### config.mk
export PLATFORM = sky130hd
export DESIGN_NAME = dram_rd_seq
export DESIGN_NICKNAME = d
export VERILOG_FILES = /design/src/rtl/dram_rd_pkg.sv /design/src/rtl/dram_bank_table.sv /design/src/rtl/dram_seq_ctrl.sv /design/src/rtl/dram_rd_pipe.sv /design/src/rtl/dram_rd_seq.sv
export SDC_FILE = /design/constraint.sdc
export NUM_CORES = 1
export LEC_CHECK = 0
export BUFFER_PORTS_ARGS = -buffer_cell sky130_fd_sc_hd__buf_2
export CAP_MARGIN = 20
export CORE_AREA = 2 2 106 108
export CTS_CLUSTER_SIZE = 25
export DETAILED_ROUTE_END_ITERATION = 16
export DIE_AREA = 0 0 108 110
export MAX_ROUTING_LAYER = met4
export PLACE_DENSITY = 0.73
export SYNTH_ARGS = -nofsm -noshare
export SYNTH_HDL_FRONTEND = slang
export SYNTH_SLANG_ARGS = --single-unit
### constraint.sdc
create_clock -name clk -period 4.2 [get_ports clk]
set_input_delay 0.42 -clock clk [delete_from_list [all_inputs] [get_ports clk]]
set_output_delay 0.42 -clock clk [all_outputs]
set_load 0.1 [all_outputs]
### src/rtl/dram_rd_pkg.sv
// Shared command encoding for the DRAM read sequencer.
// Assumes a 2-bit command bus; the values are decoded by the command sink.
package dram_rd_pkg;
    typedef enum logic [1:0] {
        CMD_NOP = 2'd0,
        CMD_PRE = 2'd1,
        CMD_ACT = 2'd2,
        CMD_RD  = 2'd3
    } dram_cmd_e;

    typedef enum logic [1:0] {
        ST_IDLE     = 2'd0,
        ST_WAIT_PRE = 2'd1,
        ST_WAIT_ACT = 2'd2
    } seq_state_e;
endpackage

### src/rtl/dram_bank_table.sv
// Open-row table: one valid flag and one row register per bank.
// Looks up whether the presented bank/row is a hit and whether the bank is open.
// Assumes at most one update per cycle; all banks close at reset.
module dram_bank_table #(
    parameter int NUM_BANKS = 4,
    parameter int BANK_W    = 2,
    parameter int ROW_W     = 13
) (
    input  logic              clk,
    input  logic              rst_n,
    input  logic [BANK_W-1:0] lk_bank,
    input  logic [ROW_W-1:0]  lk_row,
    output logic              lk_hit,
    output logic              lk_open,
    input  logic              upd_en,
    input  logic [BANK_W-1:0] upd_bank,
    input  logic [ROW_W-1:0]  upd_row
);
    logic [NUM_BANKS-1:0] open_q;
    logic [ROW_W-1:0]     row_q [NUM_BANKS];
    logic [NUM_BANKS-1:0] hit_vec;

    for (genvar b = 0; b < NUM_BANKS; b++) begin : g_bank
        // Record the row opened in this bank.
        always_ff @(posedge clk) begin
            if (!rst_n) begin
                open_q[b] <= 1'b0;
                row_q[b]  <= '0;
            end else if (upd_en && (upd_bank == BANK_W'(b))) begin
                open_q[b] <= 1'b1;
                row_q[b]  <= upd_row;
            end
        end
        // Per-bank comparison against the looked-up row.
        assign hit_vec[b] = open_q[b] && (row_q[b] == lk_row);
    end

    // Select the looked-up bank's result.
    always_comb begin
        lk_hit  = 1'b0;
        lk_open = 1'b0;
        for (int b = 0; b < NUM_BANKS; b++) begin
            if (lk_bank == BANK_W'(b)) begin
                lk_hit  = hit_vec[b];
                lk_open = open_q[b];
            end
        end
    end
endmodule

### src/rtl/dram_seq_ctrl.sv
// Command sequencer: accepts one request at a time in order, issues READ at
// once on a hit, or PRECHARGE/ACTIVATE/READ with programmed gaps on a miss.
// Assumes gap inputs are held stable while a sequence runs; a gap of 0 acts as 1.
module dram_seq_ctrl
    import dram_rd_pkg::*;
#(
    parameter int BANK_W = 2,
    parameter int ROW_W  = 13,
    parameter int COL_W  = 10,
    parameter int TIM_W  = 4
) (
    input  logic              clk,
    input  logic              rst_n,
    input  logic [TIM_W-1:0]  cfg_pre_gap,
    input  logic [TIM_W-1:0]  cfg_act_gap,
    input  logic              req_valid,
    output logic              req_ready,
    input  logic [BANK_W-1:0] req_bank,
    input  logic [ROW_W-1:0]  req_row,
    input  logic [COL_W-1:0]  req_col,
    input  logic              lk_hit,
    input  logic              lk_open,
    output logic              upd_en,
    output dram_cmd_e         cmd,
    output logic [BANK_W-1:0] cmd_bank,
    output logic [ROW_W-1:0]  cmd_row,
    output logic [COL_W-1:0]  cmd_col
);
    seq_state_e       state_q;
    logic [TIM_W-1:0] wait_q;
    logic [TIM_W-1:0] pre_load;
    logic [TIM_W-1:0] act_load;
    logic             accept;

    // Ready only when no miss sequence is in flight.
    assign req_ready = (state_q == ST_IDLE);
    assign accept    = req_valid && req_ready;
    // Open-row table is rewritten when a miss is accepted.
    assign upd_en    = accept && !lk_hit;

    // Counter preload values: gap minus one, with zero treated as one.
    assign pre_load = (cfg_pre_gap == '0) ? '0 : cfg_pre_gap - 1'b1;
    assign act_load = (cfg_act_gap == '0) ? '0 : cfg_act_gap - 1'b1;

    // State, gap counter and registered command outputs.
    always_ff @(posedge clk) begin
        if (!rst_n) begin
            state_q  <= ST_IDLE;
            wait_q   <= '0;
            cmd      <= CMD_NOP;
            cmd_bank <= '0;
            cmd_row  <= '0;
            cmd_col  <= '0;
        end else begin
            cmd <= CMD_NOP;
            unique case (state_q)
                ST_IDLE: begin
                    if (accept) begin
                        cmd_bank <= req_bank;
                        cmd_row  <= req_row;
                        cmd_col  <= req_col;
                        if (lk_hit) begin
                            cmd <= CMD_RD;
                        end else if (lk_open) begin
                            cmd     <= CMD_PRE;
                            wait_q  <= pre_load;
                            state_q <= ST_WAIT_PRE;
                        end else begin
                            cmd     <= CMD_ACT;
                            wait_q  <= act_load;
                            state_q <= ST_WAIT_ACT;
                        end
                    end
                end
                ST_WAIT_PRE: begin
                    if (wait_q == '0) begin
                        cmd     <= CMD_ACT;
                        wait_q  <= act_load;
                        state_q <= ST_WAIT_ACT;
                    end else begin
                        wait_q <= wait_q - 1'b1;
                    end
                end
                ST_WAIT_ACT: begin
                    if (wait_q == '0) begin
                        cmd     <= CMD_RD;
                        state_q <= ST_IDLE;
                    end else begin
                        wait_q <= wait_q - 1'b1;
                    end
                end
                default: state_q <= ST_IDLE;
            endcase
        end
    end
endmodule

### src/rtl/dram_rd_pipe.sv
// Pending-read delay line: raises data-valid a programmed number of clocks
// after each READ command. Assumes 1 <= cfg_cl <= CL_MAX and a stable cfg_cl
// while reads are in flight.
module dram_rd_pipe #(
    parameter int CL_MAX = 8,
    parameter int CL_W   = 4
) (
    input  logic            clk,
    input  logic            rst_n,
    input  logic            rd_issue,
    input  logic [CL_W-1:0] cfg_cl,
    output logic            data_valid
);
    logic [CL_MAX:0] tap;

    assign tap[0] = rd_issue;

    for (genvar k = 1; k <= CL_MAX; k++) begin : g_stage
        // One clock of delay per stage.
        always_ff @(posedge clk) begin
            if (!rst_n) tap[k] <= 1'b0;
            else        tap[k] <= tap[k-1];
        end
    end

    // Pick the stage matching the programmed latency.
    always_comb begin
        data_valid = 1'b0;
        for (int k = 1; k <= CL_MAX; k++) begin
            if (cfg_cl == CL_W'(k)) data_valid = tap[k];
        end
    end
endmodule

### src/rtl/dram_rd_seq.sv
// Top of the DRAM read sequencer: open-row table, command sequencer and
// read-data delay line. Assumes configuration changes only while idle and
// with no reads in flight.
module dram_rd_seq
    import dram_rd_pkg::*;
#(
    parameter int NUM_BANKS = 4,
    parameter int ROW_W     = 13,
    parameter int COL_W     = 10,
    parameter int CL_MAX    = 8,
    parameter int TIM_W     = 4,
    localparam int BANK_W   = (NUM_BANKS > 1) ? $clog2(NUM_BANKS) : 1,
    localparam int CL_W     = $clog2(CL_MAX + 1)
) (
    input  logic              clk,
    input  logic              rst_n,
    input  logic [CL_W-1:0]   cfg_cas_lat_i,
    input  logic [TIM_W-1:0]  cfg_pre_gap_i,
    input  logic [TIM_W-1:0]  cfg_act_gap_i,
    input  logic              req_valid_i,
    output logic              req_ready_o,
    input  logic [BANK_W-1:0] req_bank_i,
    input  logic [ROW_W-1:0]  req_row_i,
    input  logic [COL_W-1:0]  req_col_i,
    output logic [1:0]        cmd_o,
    output logic [BANK_W-1:0] cmd_bank_o,
    output logic [ROW_W-1:0]  cmd_row_o,
    output logic [COL_W-1:0]  cmd_col_o,
    output logic              rdata_valid_o
);
    logic      lk_hit;
    logic      lk_open;
    logic      upd_en;
    dram_cmd_e cmd;

    dram_bank_table #(
        .NUM_BANKS (NUM_BANKS),
        .BANK_W    (BANK_W),
        .ROW_W     (ROW_W)
    ) u_table (
        .clk      (clk),
        .rst_n    (rst_n),
        .lk_bank  (req_bank_i),
        .lk_row   (req_row_i),
        .lk_hit   (lk_hit),
        .lk_open  (lk_open),
        .upd_en   (upd_en),
        .upd_bank (req_bank_i),
        .upd_row  (req_row_i)
    );

    dram_seq_ctrl #(
        .BANK_W (BANK_W),
        .ROW_W  (ROW_W),
        .COL_W  (COL_W),
        .TIM_W  (TIM_W)
    ) u_ctrl (
        .clk         (clk),
        .rst_n       (rst_n),
        .cfg_pre_gap (cfg_pre_gap_i),
        .cfg_act_gap (cfg_act_gap_i),
        .req_valid   (req_valid_i),
        .req_ready   (req_ready_o),
        .req_bank    (req_bank_i),
        .req_row     (req_row_i),
        .req_col     (req_col_i),
        .lk_hit      (lk_hit),
        .lk_open     (lk_open),
        .upd_en      (upd_en),
        .cmd         (cmd),
        .cmd_bank    (cmd_bank_o),
        .cmd_row     (cmd_row_o),
        .cmd_col     (cmd_col_o)
    );

    dram_rd_pipe #(
        .CL_MAX (CL_MAX),
        .CL_W   (CL_W)
    ) u_pipe (
        .clk        (clk),
        .rst_n      (rst_n),
        .rd_issue   (cmd == CMD_RD),
        .cfg_cl     (cfg_cas_lat_i),
        .data_valid (rdata_valid_o)
    );

    assign cmd_o = cmd;
endmodule

==> out/qor.csv <==
stage,metric,value,unit
power_and_ir_drop,internal-power,1660,µW
synth,netlist-cell-type-count,46,
clock_network,worstSkewPairLatency,360,ps
sta,hold-worst-slack,283,ps
floorplan,io_pins,69,
critical_path,reg2reg_to,u_table.row_q[3][3]$_SDFFCE_PN0P_,
synth,synth-compound-area-share,7.85,%
floorplan,die_width,108,µm
sta,period_needed,2610,ps
place,place.gp.congestion,0.822,
clock_network,cts_htree_levels,3,
routing,drtIter0Drc,135,
critical_path,critical_path.startpoint_type,flip-flop,
synth,cell_with_the_most_instances_after_synthesis,sky130_fd_sc_hd__nand2_1,
global_routing,grt.total_usage,18.7,%
sta,final_max_slew_viol_count,0,
sta,final.setup.worst_slack,1590,ps
floorplan,initial_core_util,43.9,%
synth,post_synth_top_area_share,33.2,%
synth,multiplexer_area_fraction_after_synthesis,2.93,%
synth,cell_taking_the_most_area_after_synthesis,sky130_fd_sc_hd__edfxtp_1,
global_routing,pin_count_of_the_biggest_net_entering_global_routing,31,
cells_and_area,fillerInstances,1003,
status,status,"finished, final reports clean",
sta,timing.final.crit_share,62.2,%
clock_network,clock_tree.root_cell,sky130_fd_sc_hd__clkbuf_8,
synth,synth_edf_count,52,
critical_path,critical_path.endpoint_type,flip-flop,
sta,max_clock_freq,383,MHz
hold_path,worstHoldPathType,in -> reg,
power_and_ir_drop,power.share.switching,38.1,%
clock_network,clkSinkCount,97,
cells_and_area,number_of_nets_in_the_finished_design,548,
clock_network,clk_path_buf_depth,2,
cells_and_area,post_route_cells_drive_above_1_share,20.1,%
power_and_ir_drop,power.combinational.fraction,33.6,%
synth,synth.top_cells.by_count,"71 x sky130_fd_sc_hd__nand2_1, 61 x sky130_fd_sc_hd__and2_1, 52 x sky130_fd_sc_hd__edfxtp_1, 52 x sky130_fd_sc_hd__xnor2_1, 45 x sky130_fd_sc_hd__dfxtp_1",
cells_and_area,syn_to_final_growth,13.4,%
cells_and_area,final_core_util,49.8,%
clock_network,cts.repair.resized,0,
floorplan,die-area,11900,µm²
power_and_ir_drop,total_switching_power,1020,µW
floorplan,row_count,38,
synth,post_synth_main_area_contributors,"sky130_fd_sc_hd__edfxtp_1 33%, sky130_fd_sc_hd__dfxtp_1 19%, sky130_fd_sc_hd__xnor2_1 9.7%",
clock_network,cts_tree,yes,
synth,synth_top_family_by_area,simple AND/OR/NAND/NOR gates,
sta,hold_viol,0,
global_routing,wire_length_of_the_first_global_routing_pass,16.2,mm
place,preCtsSetupSlack,1260,ps
synth,synthFlopType,sky130_fd_sc_hd__edfxtp_1,
power_and_ir_drop,worst_ir_drop_vdd,0.000314,V
global_routing,antenna_found_initial,0,
synth,synth_seq_area_share,52.4,%
critical_path,rrSetupSlack,1590,ps
global_routing,grt-ovfl-total,0,
floorplan,die_height,110,µm
critical_path,critPathKind,reg -> reg,
synth,ys_ff_latch,97,
routing,final_antenna_net_count,0,
synth,post_synth_instance_area,4700,µm²
routing,detail_route.wirelength,10.1,mm
critical_path,r2r.worst_path.cells,7,
synth,synth-xor-area-share,10.1,%
routing,wl_per_cell,15.6,µm
sta,setup_repair_after_global_routing_missed_its_margin,false,
synth,synth-async-reset-ratio,0,%
clock_network,cts_post_setup_buffers_inserted,0,
critical_path,worst_setup_path_startpoint,u_table.row_q[3][1]$_SDFFCE_PN0P_,
place,portBuffers,68,
synth,ys_warns,0,
synth,synth_area_per_cell,10.5,µm²
power_and_ir_drop,static-leakage-power,0.00205,µW
sta,finClkSkew,11.4,ps
synth,synth.net_count,495,
sta,relSlewSlack,32.9,%
synth,post_synth_fa_ha_maj_area_fraction,1.60,%
critical_path,highest_net_fanout_along_the_worst_path,13,
routing,dr.pass1.iters,5,
power_and_ir_drop,pwr_density_cell,501,nW/µm²
clock_network,cts.reportedPaths.clkPinSlew,90,ps
synth,basic_gate_share_of_the_synthesized_area_counting_and_or_nand_and_nor_cells,21.5,%
place,dp.final_hpwl,7.11,mm
power_and_ir_drop,finalPower,2670,µW
cells_and_area,antenna_cells_inserted,0,
sta,max_slew.worst_pin.slew,1010,ps
synth,post_synth_inst_count,449,
flow_run,drv.max_cap_violation_count,0,
routing,route.detailed.vias_per_inst,5.16,
routing,via_count,3340,
power_and_ir_drop,clock_power_share,22.3,%
critical_path,critical_path_arrival,2680,ps
clock_network,cts_buffers,9,
critical_path,beginning_of_the_worst_register_to_register_path,u_table.row_q[3][1]$_SDFFCE_PN0P_,
routing,detail_route.drc_violations,0,
floorplan,core-area,10700,µm²
sta,tns,0,ps
critical_path,worst_setup_path_endpoint,u_table.row_q[3][3]$_SDFFCE_PN0P_,
critical_path,crit_required,4270,ps
clock_network,number_of_hold_repair_buffers_added_at_the_cts_stage,0,
sta,final_setup_violating_endpoints,0,
global_routing,first_global_vias,3226,
power_and_ir_drop,sequentialPowerShare,44.1,%
power groups by stage:
stage	Clock (µW)	Combinational, µW	Sequential (µW)
4_1_cts	616	898	1180
5_1_grt	651	964	1190
3_3_place_gp	0	884	1200
6_report	597	897	1180
3_5_place_dp	0	894	1200
2_1_floorplan	0	438	1490
worst min path at each step:
stage	slack, ps	to	cells past startpoint	from
2_1_floorplan	430	u_pipe.tap[7]$_SDFF_PN0_	1	u_pipe.tap[6]$_SDFF_PN0_
3_3_place_gp	440	u_ctrl.cmd_col[3]$_SDFFE_PN0P_	2	u_ctrl.cmd_col[3]$_SDFFE_PN0P_
3_5_place_dp	440	u_ctrl.cmd_row[6]$_SDFFE_PN0P_	2	u_ctrl.cmd_row[6]$_SDFFE_PN0P_
4_1_cts	260	u_ctrl.cmd_col[3]$_SDFFE_PN0P_	3	req_col_i[3]
5_1_grt	270	u_ctrl.cmd_col[1]$_SDFFE_PN0P_	3	req_col_i[1]
6_report	280	u_ctrl.cmd_col[3]$_SDFFE_PN0P_	3	req_col_i[3]
per-layer routing:
layer / routed length, µm / track usage, %
met5: 0 / -
met4: 171 / 7.69
met3: 318 / 3.12
met2: 5110 / 30.8
met1: 4470 / 23.1
logic make-up after synthesis:
kind of cell | Yosys count
simple gates | 180
flops | 97
compound gates | 62
xor+xnor | 54
buf+inv | 39
mux | 11
fa+ha+maj | 6
metrics by stage:
stage               std cells  instance area, µm²
floorplan                 449                4700
detailed placement        630                5110
global route              647                5330
finish                    647                5330
CTS                       646                5300
global placement          630                5110
layout by cell type (no fill, tap or decap), types with 2 or more instances in the layout:
cell                        n
sky130_fd_sc_hd__o21ai_0   11
sky130_fd_sc_hd__edfxtp_1  52
sky130_fd_sc_hd__nor3_1     4
sky130_fd_sc_hd__mux2i_1    7
sky130_fd_sc_hd__mux4_2     2
sky130_fd_sc_hd__ha_1       6
sky130_fd_sc_hd__clkbuf_1   2
sky130_fd_sc_hd__a21oi_1   33
sky130_fd_sc_hd__nand2_1   71
sky130_fd_sc_hd__nand2b_1   2
sky130_fd_sc_hd__nor4_4     4
sky130_fd_sc_hd__a21o_1     4
sky130_fd_sc_hd__clkbuf_8  11
sky130_fd_sc_hd__buf_2     68
sky130_fd_sc_hd__and2_1    61
sky130_fd_sc_hd__or2_2      3
sky130_fd_sc_hd__nor4b_1    2
sky130_fd_sc_hd__nand4_1   13
sky130_fd_sc_hd__o32a_1     2
sky130_fd_sc_hd__nor2_1     5
sky130_fd_sc_hd__mux2_2     2
sky130_fd_sc_hd__xor2_1     2
sky130_fd_sc_hd__dfxtp_1   45
sky130_fd_sc_hd__or3b_1     3
sky130_fd_sc_hd__inv_1      7
sky130_fd_sc_hd__o211ai_1   3
sky130_fd_sc_hd__nor4_1     4
sky130_fd_sc_hd__buf_4      5
sky130_fd_sc_hd__xnor2_1   52
registers in the layout, indices dropped and copies added (netlist names):
name	cells
u_ctrl.state_q	2
u_ctrl.cmd	2
u_ctrl.cmd_col	10
u_ctrl.cmd_bank	2
u_ctrl.cmd_row	13
u_ctrl.wait_q	4
u_table.row_q	52
u_table.open_q	4
u_pipe.tap	8
area by class of cell:
class	instances	area [µm²]	share of cell area, %
Clock buffer	15	189	3.54
Clock inverter	1	6.26	0.117
Inverter	7	26.3	0.493
Multi-Input combinational cell	313	2070	38.8
Sequential cell	97	2460	46.2
Tap cell	140	175	3.29
Timing Repair Buffer	74	405	7.61
critical path: stages, from the launching register on:
cell	delay (ps)
sky130_fd_sc_hd__edfxtp_1	410
sky130_fd_sc_hd__xnor2_1	150
sky130_fd_sc_hd__nand4_1	110
sky130_fd_sc_hd__nor4_1	60
sky130_fd_sc_hd__or4_1	800
sky130_fd_sc_hd__or2_1	360
sky130_fd_sc_hd__o21ai_0	180
sky130_fd_sc_hd__buf_4	240
(Power assumes the default switching activity.)
